`src/rtl/gpio_pkg.sv`:
```
package gpio_pkg;
  localparam int unsigned GPIO_W   = 8;
  localparam int unsigned GPIO_AW  = 8;
  localparam logic [GPIO_AW-1:0] OFS_DATA = 8'h00;
  localparam logic [GPIO_AW-1:0] OFS_DIR  = 8'h04;

  typedef enum logic [1:0] {
    SEL_NONE = 2'd0,
    SEL_DATA = 2'd1,
    SEL_DIR  = 2'd2
  } reg_sel_e;

  function automatic reg_sel_e decode(input logic [GPIO_AW-1:0] a);
    if (a == OFS_DATA)     return SEL_DATA;
    else if (a == OFS_DIR) return SEL_DIR;
    else                   return SEL_NONE;
  endfunction
endpackage

```
`src/rtl/gpio_sync.sv`:
```
module gpio_sync #(
  parameter int unsigned W = 8
) (
  input  logic         clk,
  input  logic         rst_n,
  input  logic [W-1:0] d_in,
  output logic [W-1:0] d_sync
);
  for (genvar i = 0; i < W; i++) begin : g_bit
    logic meta_q;
    logic sync_q;
    always_ff @(posedge clk or negedge rst_n) begin
      if (!rst_n) begin
        meta_q <= 1'b0;
        sync_q <= 1'b0;
      end else begin
        meta_q <= d_in[i];
        sync_q <= meta_q;
      end
    end
    assign d_sync[i] = sync_q;
  end
endmodule

```
`src/rtl/gpio_regs.sv`:
```
module gpio_regs
  import gpio_pkg::*;
#(
  parameter int unsigned W = 8
) (
  input  logic         clk,
  input  logic         rst_n,
  input  logic         wr_en,
  input  reg_sel_e     wr_sel,
  input  logic [W-1:0] wr_data,
  output logic [W-1:0] latch_q,
  output logic [W-1:0] dir_q
);
  logic         latch_en;
  logic         dir_en;
  logic [W-1:0] latch_d;
  logic [W-1:0] dir_d;

  always_comb begin
    latch_en = wr_en && (wr_sel == SEL_DATA);
    dir_en   = wr_en && (wr_sel == SEL_DIR);
    latch_d  = latch_en ? wr_data : latch_q;
    dir_d    = dir_en   ? wr_data : dir_q;
  end

  always_ff @(posedge clk or negedge rst_n) begin
    if (!rst_n) begin
      latch_q <= '0;
      dir_q   <= '0;
    end else begin
      latch_q <= latch_d;
      dir_q   <= dir_d;
    end
  end


  latch_write_chk: assert property (@(posedge clk) disable iff (!rst_n)
    (wr_en && wr_sel == SEL_DATA) |=> (latch_q == $past(wr_data)));


  dir_hold_chk: assert property (@(posedge clk) disable iff (!rst_n)
    !(wr_en && wr_sel == SEL_DIR) |=> $stable(dir_q));
endmodule

```
`src/rtl/gpio_rdmux.sv`:
```
module gpio_rdmux
  import gpio_pkg::*;
#(
  parameter int unsigned W = 8
) (
  input  logic         clk,
  input  logic         rst_n,
  input  logic         rd_en,
  input  reg_sel_e     rd_sel,
  input  logic [W-1:0] latch_q,
  input  logic [W-1:0] dir_q,
  input  logic [W-1:0] pin_sync,
  output logic [W-1:0] rdata_q
);
  logic [W-1:0] rdata_d;
  logic [W-1:0] blend;

  always_comb begin
    blend = (latch_q & dir_q) | (pin_sync & ~dir_q);
    unique case (rd_sel)
      SEL_DATA: rdata_d = blend;
      SEL_DIR:  rdata_d = dir_q;
      default:  rdata_d = '0;
    endcase
  end

  always_ff @(posedge clk or negedge rst_n) begin
    if (!rst_n)     rdata_q <= '0;
    else if (rd_en) rdata_q <= rdata_d;
  end


  unmapped_read_zero_chk: assert property (@(posedge clk) disable iff (!rst_n)
    (rd_en && rd_sel == SEL_NONE) |=> (rdata_q == '0));


  rdata_hold_chk: assert property (@(posedge clk) disable iff (!rst_n)
    !rd_en |=> $stable(rdata_q));
endmodule

```
`src/rtl/gpio_port.sv`:
```
module gpio_port
  import gpio_pkg::*;
#(
  parameter int unsigned W  = GPIO_W,
  parameter int unsigned AW = GPIO_AW
) (
  input  logic          clk,
  input  logic          rst_n,
  input  logic [AW-1:0] bus_addr,
  input  logic          bus_wr,
  input  logic          bus_rd,
  input  logic [W-1:0]  bus_wdata,
  output logic [W-1:0]  bus_rdata,
  output logic [W-1:0]  pin_out,
  output logic [W-1:0]  pin_oe,
  input  logic [W-1:0]  pin_in
);
  reg_sel_e     sel;
  logic [W-1:0] latch_q;
  logic [W-1:0] dir_q;
  logic [W-1:0] pin_sync;

  assign sel = decode(bus_addr);

  gpio_sync #(.W(W)) u_sync (
    .clk    (clk),
    .rst_n  (rst_n),
    .d_in   (pin_in),
    .d_sync (pin_sync)
  );

  gpio_regs #(.W(W)) u_regs (
    .clk     (clk),
    .rst_n   (rst_n),
    .wr_en   (bus_wr),
    .wr_sel  (sel),
    .wr_data (bus_wdata),
    .latch_q (latch_q),
    .dir_q   (dir_q)
  );

  gpio_rdmux #(.W(W)) u_rdmux (
    .clk      (clk),
    .rst_n    (rst_n),
    .rd_en    (bus_rd),
    .rd_sel   (sel),
    .latch_q  (latch_q),
    .dir_q    (dir_q),
    .pin_sync (pin_sync),
    .rdata_q  (bus_rdata)
  );

  assign pin_out = latch_q;
  assign pin_oe  = dir_q;


  oe_follows_dir_write_chk: assert property (@(posedge clk) disable iff (!rst_n)
    (bus_wr && bus_addr == OFS_DIR) |=> (pin_oe == $past(bus_wdata)));


  out_follows_data_write_chk: assert property (@(posedge clk) disable iff (!rst_n)
    (bus_wr && bus_addr == OFS_DATA) |=> (pin_out == $past(bus_wdata)));
endmodule

```
`config.mk`:
```
export PLATFORM = sky130hd
export DESIGN_NAME = gpio_port
export DESIGN_NICKNAME = d
export VERILOG_FILES = /design/src/rtl/gpio_pkg.sv /design/src/rtl/gpio_sync.sv /design/src/rtl/gpio_regs.sv /design/src/rtl/gpio_rdmux.sv /design/src/rtl/gpio_port.sv
export SDC_FILE = /design/constraint.sdc
export NUM_CORES = 1
export LEC_CHECK = 0
export BUFFER_PORTS_ARGS = -buffer_cell sky130_fd_sc_hd__buf_2
export CAP_MARGIN = 20
export CORE_ASPECT_RATIO = 1.1
export CORE_MARGIN = 3
export CORE_UTILIZATION = 45
export DETAILED_ROUTE_END_ITERATION = 8
export GPL_TIMING_DRIVEN = 0
export PLACE_DENSITY = 0.83
export SLEW_MARGIN = 25
export SYNTH_ARGS = -nofsm -noshare
export SYNTH_HDL_FRONTEND = slang
export SYNTH_HIERARCHICAL = 1
export SYNTH_SLANG_ARGS = --single-unit
```
`constraint.sdc`:
```
create_clock -name clk -period 0.8 [get_ports clk]
set_input_delay 0.16 -clock clk [delete_from_list [all_inputs] [get_ports clk]]
set_output_delay 0.16 -clock clk [all_outputs]
set_load 0.02 [all_outputs]
```
## Word-level counts from Yosys, hierarchy flattened

Cells that the tools add are included.

- Flip-flop bits (word level): 40
- Bits of input ports: 28
- Output and inout port bits: 24
- Logic and storage cells: 32

- Eq/ne operators: 3
- Mux-type cells: 3
- Bitwise logic cells: 4
- Reductions and logical operators: 3

Operators by type and width:

| cell | count |
|---|---|
| $and 8x8->8 | 2 |
| $pmux 8 s2 | 1 |
| $eq 8x3->1 const B | 1 |
| $logic_not 8->1 | 1 |
| $not 8->8 | 1 |
| $or 8x8->8 | 1 |
| $mux 2 | 2 |
| $eq 2x1->1 const B | 1 |
| $eq 2x2->1 const B | 1 |
| $logic_and 1x1->1 | 2 |

## Longest topological paths before layout

Gate-level depths: netlist of the first run.

- Depth in word-level cells: 5
- Gate-level depth with buffers: 8
- Mapped depth without buffers: 6

## Cells and area by module

Netlist of the first run, hierarchy kept.

Modules (own cells, without submodules):

| module | times used | cells an instance | area an instance (µm²) | sequential area each (µm²) |
|---|---|---|---|---|
| gpio_regs | 1 | 34 | 620.6 | 400.4 |
| gpio_rdmux | 1 | 58 | 593.1 | 200.2 |
| gpio_sync | 1 | 24 | 460.4 | 400.4 |
| gpio_port | 1 | 5 | 41.3 | 0.0 |

## Worst setup path before layout of the first run

OpenSTA, ideal clock, no wires.

- Path kind: input to register
- Start: in bus_addr[5]
- End: reg u_rdmux.rdata_q[4]
- Setup time: 127 ps
- Arrival time: 1938 ps
- Required time: 673 ps
- Path slack: -1265 ps
- Cell stages on the path: 8
- Path buffers: 2
- Cell sequence: or4_4 -> nor4_2 -> inv_1 -> ha_1 -> buf_4 -> buf_8 -> a211oi_2 -> o32ai_2

- Longest elaborated chain between the ends: 5
- Elaborated cells between the ends (all ways): 7
- Those cells by class: 3 x eq/ne; 3 x mux; 1 x reduce/logical

Ends and longest elaborated chain:

| item | RTL line | RTL |
|---|---|---|
| start: declaration | gpio_port.sv:9 | `input logic [AW-1:0] bus_addr,` |
| $eq 8x3->1 | gpio_pkg.sv:15 | `else if (a == OFS_DIR) return SEL_DIR;` |
| $mux 2 | gpio_pkg.sv:15 |  |
| $mux 2 (*) | gpio_pkg.sv:14 | `if (a == OFS_DATA) return SEL_DATA;` |
| net sel[1] | gpio_port.sv:18 | `reg_sel_e sel;` |
| $eq 2x2->1 / $eq 2x1->1 (equally long branches) | gpio_rdmux.sv:20 | `unique case (rd_sel)` |
| $pmux 8 s2 (*) | gpio_rdmux.sv:20 |  |
| end signal: assignment | gpio_rdmux.sv:29 | `else if (rd_en) rdata_q <= rdata_d;` |
| end: declaration | gpio_rdmux.sv:13 | `output logic [W-1:0] rdata_q` |

The timed path passes the listed nets; every way through them passes the cells marked *.
A chain may end at the register's enable or synchronous reset.

## Worst setup path after layout of the first run

- Start: in bus_addr[6]
- End: reg u_rdmux.rdata_q[0]

Same word-level chain as after synthesis.

==> summary.txt, run 1 <==
Finish
  • Core Util, Final: around 76%
  • Area growth from synthesis to layout: 54.56%
  • Fin area: 0.002651 sq mm
  • Post-Layout Cell Count: 260
  • Antenna diodes: 0
  • Fin nets: 241
  • Share of cells above drive strength 1: 63.21%
  • Fillers: 203

Power and ir drop
  • Leakage power: roughly 1.3 nW
  • Register share of total power: 53.5%
  • Worst vdd ir: 1.301 mV
  • Power Dens Cells: 1510 mW/mm^2
  • Internal: approximately 3.1 mW
  • Sw Pwr: roughly 950 uW
  • Comb power frac: 13.6%
  • Switching Share: around a quarter
  • Power share of the clock group: 32.9%

Worst setup path
  • Slowest cell delay on critical path: 570 ps
  • FF-to-FF Start: u_regs/latch_q[3]$_DFFE_PN0P_
  • Data arrival, critical path: 1920 ps
  • Worst path cell trace: buf_6, or4_4, nor4_4, inv_1, ha_4, bufbuf_16, a21oi_4, o32ai_2
  • Worst path required time: 1050 ps
  • Crit end category: flop
  • R2R Path End: u_rdmux/rdata_q[3]$_DFFE_PN0P_
  • Critical path class: in2reg
  • R2r setup slk: -320 ps
  • R2R depth: 3
  • Buffer and inverter count on the worst path: 3
  • Worst path top cell family by delay: simple AND/OR/NAND/NOR gates
  • CP max FO: 8
  • Crit path launch type: primary input
  • CP max-delay cell: or4_4

STA
  • Slew headroom: 42.25%
  • Skew final: 6.301 ps
  • Setup violations, final: 48
  • Final min period: 1678 ps
  • Worst hold slack: -99.49 ps
  • RSZ-0062 raised after global routing: true
  • Setup WS post-layout: -877.8 ps
  • Slew Limit Fails: 0
  • Worst-Margin Slew: 866.3 ps
  • Final hold vios: 40
  • Final worst-path cycle share: 209.7%
  • Fmax: 0.5960 GHz

Run
  • Max Cap Viol: 0

Clock network
  • Root Buffer: clkbuf_4
  • # H-tree levels: 2
  • CTS sink cnt: 40
  • Worst-path clk slew: 120 ps
  • CTS tree: built
  • CTS Buf Count: 5
  • Clk buf depth: 2
  • Worst-Skew Late Latency: 360 ps
  • Post-CTS Hold Buffers: 8

Synthesis
  • Syn Area/Cell: 14.18 sq um
  • Distinct cells, synth: 21
  • #FFs+latches synth: 40
  • Syn Inst Count: ~120
  • Sequential fraction of the synthesis area: 58.35%
  • Syn nets: 151
  • Mapped Area: 0.001715 sq mm
  • Largest cells by area after synthesis: dfrtp_1 58%, mux2_2 11%, o32ai_2 6.6%
  • Yosys top cell area share: between 50% and 60%
  • Yosys warns: 6
  • Synth area leader: dfrtp_1

Route
  • Antenna Nets Post-Route: 0
  • Via total after detailed routing: 1,257
  • Vias per cell: a little under 5
  • Drt pass-1 iters: 4
  • Final wirelength: 4302 microns
  • DR iter-0 viols: 37
  • Residual DRC: 0
  • Mean routed wirelength per cell: 16.55 microns

Die
  • Die Area: 0.004590 sq mm
  • FP Rows: 22
  • Initial cell density of the core: between 40 and 50%
  • Die Ht: around 70 microns
  • # IOs: 52
  • Die width: 64.87 microns
  • CORE AREA: 0.003496 sq mm

Outcome
  • Failing checks: hold timing, setup timing
  • Status: finished, violations left

Global route
  • First-pass GRT wire length: 7038 microns
  • Vias in the first global route: 1,365
  • Largest net degree at the start of global routing: 41
  • Overflow after GRT: 0
  • GR Util All Layers: a little over a fifth
  • Initial antenna violation count: 0

Place
  • GPL Wtd Cong: 0.6967
  • Final HPWL DP: between 2000 and 2500 microns
  • Pre-CTS worst setup slack: -1390 ps
  • Post-place instance area: slightly above 0.002 sq mm
  • Placed insts: 219
  • # port buffers: 50

Hold path
  • Hold Path Class: in2async
power by group through the flow:
stage / registers, mW / logic (mW) / clock network, mW
after floorplan: 2.23 / 0.138 / 0
after global placement: 2.18 / 0.346 / 0
after detailed placement: 2.19 / 0.360 / 0
after CTS: 2.14 / 0.536 / 1.32
after global routing: 2.15 / 0.585 / 1.43
final: 2.14 / 0.544 / 1.32
synthesized netlist by cell type (all sizes together):
| library cell | n |
|---|---|
| a211oi | 8 |
| a21oi | 8 |
| buf | 12 |
| clkbuf | 1 |
| dfrtp | 40 |
| ha | 2 |
| inv | 18 |
| mux2 | 16 |
| nand2b | 2 |
| nand3b | 2 |
| nor2 | 1 |
| nor4 | 1 |
| o32ai | 8 |
| or4 | 2 |
final cells by class:
type / count / area (sq um) / area share (%)
flip-flops and latches: 40 / 1001 / 37.75
repair buffers: 86 / 725.7 / 27.37
multi-input cells: 50 / 634.4 / 23.93
plain buffers: 10 / 86.33 / 3.256
inverters: 18 / 67.56 / 2.548
well taps: 48 / 60.06 / 2.265
clock buffers: 6 / 41.29 / 1.557
clock inverters: 2 / 35.03 / 1.321
worst max path at each step:
| stage | start | endpoint | slack, ps | cells past startpoint |
|---|---|---|---|---|
| after detailed placement | bus_addr[5] | u_rdmux/rdata_q[4]$_DFFE_PN0P_ | -1390 | 9 |
| final | bus_addr[6] | u_rdmux/rdata_q[0]$_DFFE_PN0P_ | -880 | 8 |
| after floorplan | bus_addr[5] | u_rdmux/rdata_q[4]$_DFFE_PN0P_ | -1140 | 8 |
| after global routing | bus_addr[6] | u_rdmux/rdata_q[0]$_DFFE_PN0P_ | -900 | 8 |
| after global placement | bus_addr[5] | u_rdmux/rdata_q[5]$_DFFE_PN0P_ | -1310 | 9 |
| after CTS | bus_addr[6] | u_rdmux/rdata_q[0]$_DFFE_PN0P_ | -910 | 8 |
timing repair:
action | CTS | global route
hold endpoints to repair | 48 | 40
setup endpoints to repair | 48 | 48
pin swaps | 8 | 6
gates cloned | 1 | 0
buffers inserted | 21 | 6
resized for setup | 60 | 0
layer usage:
metal | GRT usage, % | vias to the layer above | wire length [microns] | part of all wire [%]
met5 | 0 | - | 0 | 0
met4 | 8.920 | 0 | 77 | 1.8
met3 | 6.508 | 6 | 219 | 5.1
met2 | 33.86 | 36 | 2182 | 51
met1 | 25.57 | 622 | 1822 | 42
li1 | - | 593 | - | -
stage by stage:
step / TNS [ps] / power (mW)
after global placement: -29080 / 2.527
after floorplan: -23020 / 2.365
after global routing: -27580 / 4.170
after detailed placement: -31610 / 2.548
after CTS: -27100 / 4.001
final: -26290 / 4.004
cells in the final DEF, fill, tap and decap left out, drive strengths merged, types with 6 or more instances in the layout:
cell type,netlist,layout
a211oi,8,8
dfrtp,40,40
o32ai,8,8
clkbuf,1,6
buf,12,87
mux2,16,16
a21oi,8,8
inv,18,18
dlygate4sd3,0,8
kinds of logic (layout without fill, tap and decap cells):
family / count (synthesis) / in the layout / synth area share [%]
buffers and inverters: 31 / 122 / 10.36
adder cells (fa/ha/maj): 2 / 2 / 1.459
AND/OR/NAND/NOR: 8 / 8 / 5.543
flip-flops: 40 / 40 / 58.35
AO/OA/AOI/OAI: 24 / 24 / 13.79
multiplexers: 16 / 16 / 10.50
registers in the layout (all words and copies together), names as in the netlist:
name and count:
u_rdmux/rdata_q 8, u_regs/dir_q 8, u_regs/latch_q 8, u_sync/g_bit.meta_q 8, u_sync/g_bit.sync_q 8
(Power assumes the default switching activity.)
==> run 2: changes to the inputs <==
--- a/config.mk
+++ b/config.mk
@@ -12,7 +12,7 @@
 export CORE_UTILIZATION = 45
 export DETAILED_ROUTE_END_ITERATION = 8
 export GPL_TIMING_DRIVEN = 0
-export PLACE_DENSITY = 0.83
+export PLACE_DENSITY = 0.84
 export SLEW_MARGIN = 25
 export SYNTH_ARGS = -nofsm -noshare
 export SYNTH_HDL_FRONTEND = slang
==> constraint.sdc (replaced) <==
create_clock -name clk -period 0.8 [get_ports clk]
set_input_delay 0.04 -clock clk [delete_from_list [all_inputs] [get_ports clk]]
set_output_delay 0.04 -clock clk [all_outputs]
set_load 0.02 [all_outputs]
==> summary.txt, run 2 (same netlist as run 1, synthesis figures left out) <==
Outcome
  • Status: finished, violations left (unchanged)
  • Failing checks: hold timing, setup timing (unchanged)

Place
  • GPL Wtd Cong: 0.7320 (was 0.6967)
  • Placed insts: 219 (unchanged)
  • # port buffers: 50 (unchanged)
  • Pre-CTS worst setup slack: -1264 ps (was -1390 ps)
  • Post-place instance area: 0.002069 sq mm (unchanged)
  • Final HPWL DP: 2578 microns (was 2452 microns)

STA
  • Final worst-path cycle share: 207.6% (was 209.7%)
  • Setup WS post-layout: -860.9 ps (was -877.8 ps)
  • Skew final: 15.09 ps (was 6.301 ps)
  • Slew headroom: 41.49% (was 42.25%)
  • Worst-Margin Slew: 877.7 ps (was 866.3 ps)
  • Slew Limit Fails: 0 (unchanged)
  • Setup tns final: -21,960 ps (was -26,290 ps)
  • Final min period: 1661 ps (was 1678 ps)
  • Final hold vios: 48 (was 40)
  • Fmax: 0.6021 GHz (was 0.5960 GHz)
  • RSZ-0062 raised after global routing: true (unchanged)
  • Worst hold slack: -202.9 ps (was -99.49 ps)
  • Setup violations, final: 48 (unchanged)

Clock network
  • CTS tree: built (unchanged)
  • CTS Buf Count: 5 (unchanged)
  • Clk buf depth: 2 (unchanged)
  • Worst-path clk slew: 130 ps (was 120 ps)
  • Post-CTS Hold Buffers: 16 (was 8)
  • CTS sink cnt: 40 (unchanged)
  • # H-tree levels: 2 (unchanged)
  • Worst-Skew Late Latency: 350 ps (was 360 ps)
  • Root Buffer: clkbuf_4 (unchanged)

Power and ir drop
  • Worst vdd ir: 1.399 mV (was 1.301 mV)
  • Leakage power: 1.298 nW (was 1.305 nW)
  • Design Power: 3.792 mW (was 4.004 mW)
  • Register share of total power: 57.0% (was 53.5%)
  • Power share of the clock group: 28.6% (was 32.9%)
  • Switching Share: 25.02% (was 23.72%)
  • Power Dens Cells: 1407 mW/mm^2 (was 1510 mW/mm^2)
  • Comb power frac: 14.5% (was 13.6%)
  • Internal: 2.843 mW (was 3.054 mW)
  • Sw Pwr: 948.6 uW (was 949.5 uW)

Worst setup path
  • Worst path top cell family by delay: simple AND/OR/NAND/NOR gates (unchanged)
  • CP max-delay cell: or4_4 (unchanged)
  • R2R Path End: u_rdmux/rdata_q[3]$_DFFE_PN0P_ (unchanged)
  • R2r setup slk: -230 ps (was -320 ps)
  • Worst path cell trace: buf_6, or4_4, nor4_4, inv_1, ha_4, buf_12, a211oi_4, o32ai_2 (was buf_6, or4_4, nor4_4, inv_1, ha_4, bufbuf_16, a21oi_4, o32ai_2)
  • CP max FO: 8 (unchanged)
  • Crit end category: flop (unchanged)
  • R2R depth: 3 (unchanged)
  • Buffer and inverter count on the worst path: 3 (unchanged)
  • CP endpoint: u_rdmux/rdata_q[5]$_DFFE_PN0P_ (was u_rdmux/rdata_q[0]$_DFFE_PN0P_)
  • Worst path depth: 8 (unchanged)
  • Crit path launch type: primary input (unchanged)
  • Crit. Startpoint: bus_addr[5] (was bus_addr[6])
  • Critical path class: in2reg (unchanged)
  • FF-to-FF Start: u_regs/dir_q[3]$_DFFE_PN0P_ (was u_regs/latch_q[3]$_DFFE_PN0P_)
  • Data arrival, critical path: 1910 ps (was 1920 ps)
  • Slowest cell delay on critical path: 570 ps (about the same)
  • Worst path required time: 1050 ps (about the same)

Global route
  • GR Util All Layers: 20.46% (was 20.86%)
  • Overflow after GRT: 0 (unchanged)
  • Initial antenna violation count: 0 (unchanged)
  • Vias in the first global route: 1,496 (was 1,365)
  • First-pass GRT wire length: 7065 microns (was 7038 microns)
  • Largest net degree at the start of global routing: 41 (unchanged)

Route
  • Via total after detailed routing: 1,348 (was 1,257)
  • Antenna Nets Post-Route: 0 (unchanged)
  • Residual DRC: 0 (unchanged)
  • Mean routed wirelength per cell: 17.97 microns (was 16.55 microns)
  • Vias per cell: 5.125 (was 4.835)
  • Drt pass-1 iters: 4 (unchanged)
  • Final wirelength: 4726 microns (was 4302 microns)
  • DR iter-0 viols: 40 (was 37)

Run
  • Max Cap Viol: 0 (unchanged)

Finish
  • Core Util, Final: 77.09% (was 75.84%)
  • Share of cells above drive strength 1: 60.47% (was 63.21%)
  • Area growth from synthesis to layout: 57.11% (was 54.56%)
  • Post-Layout Cell Count: 263 (was 260)
  • Most frequent cells in the layout: 39 x dfrtp_1, 30 x buf_4, 27 x buf_6 (was 40 x dfrtp_1, 34 x buf_4, 27 x buf_6)
  • Register area: 0.001002 sq mm (was 0.001001 sq mm)
  • Fin nets: 244 (was 241)
  • Commonest non-fill, non-tap cell in the layout: dfrtp_1 (unchanged)
  • Antenna diodes: 0 (unchanged)
  • Multi-input logic area: 648.1 sq um (was 634.4 sq um)
  • Fillers: 205 (was 203)
  • Fin area: 0.002695 sq mm (was 0.002651 sq mm)

Hold path
  • Hold Path Class: in2async (unchanged)

Die
  • Die width: 64.87 microns (unchanged)
  • Initial cell density of the core: 49.07% (unchanged)
  • CORE AREA: 0.003496 sq mm (unchanged)
  • # IOs: 52 (unchanged)
  • Die Area: 0.004590 sq mm (unchanged)
  • FP Rows: 22 (unchanged)
  • Die Ht: 70.76 microns (unchanged)
run 2: changes by cell type in the layout (fill, tap and decap cells not counted), moves of 2 or more:
| cell | delta |
|---|---|
| a211oi_1 | -3 |
| a21oi_1 | +2 |
| buf_4 | -4 |
| dlygate4sd3_1 | +8 |
| a211oi_4 | +2 |
run 2: power by group through the flow:
stage / clock, mW / sequential, mW / combinational (mW)
CTS: 1.10 / 2.16 / 0.518
global placement: 0 / 2.18 / 0.345
finish: 1.08 / 2.16 / 0.549
detailed placement: 0 / 2.19 / 0.360
floorplan: 0 / 2.23 / 0.138
global route: 1.21 / 2.17 / 0.589
run 2: routing by layer:
metal	routed length, microns	vias to the layer above	track usage (%)	share of wire, %
met5	0	-	0	0
met4	209	0	11.50	4.4
met3	227	21	4.603	4.8
met2	2522	55	35.34	53
met1	1767	674	23.05	37
li1	-	598	-	-
run 2: repair_timing:
action                                 in CTS  in global routing
pin swaps                                   4                  8
endpoints found under the hold margin      72                 48
setup buffers                              14                  7
cloned                                      0                  1
gates resized for setup                    58                  9
setup endpoints to repair                  48                 48
run 2: worst min-delay path by stage:
stage,to,slack (ps),depth (start not counted)
after global placement,u_sync/g_bit[5].meta_q$_DFF_PN0_,150,1
final,u_rdmux/rdata_q[2]$_DFFE_PN0P_,-200,1
after floorplan,u_rdmux/rdata_q[0]$_DFFE_PN0P_,-260,0
after detailed placement,u_sync/g_bit[3].meta_q$_DFF_PN0_,150,1
after CTS,u_regs/dir_q[1]$_DFFE_PN0P_,-200,1
after global routing,u_regs/dir_q[1]$_DFFE_PN0P_,-170,1
run 2: cell type report:
cell class | count | share of cell area [%]
repair buffers | 88 | 28.04
inverters | 18 | 2.507
well taps | 48 | 2.228
plain buffers | 11 | 3.668
clock buffers | 7 | 2.043
flip-flops and latches | 40 | 37.19
multi-input cells | 50 | 24.05
clock inverters | 1 | 0.2786
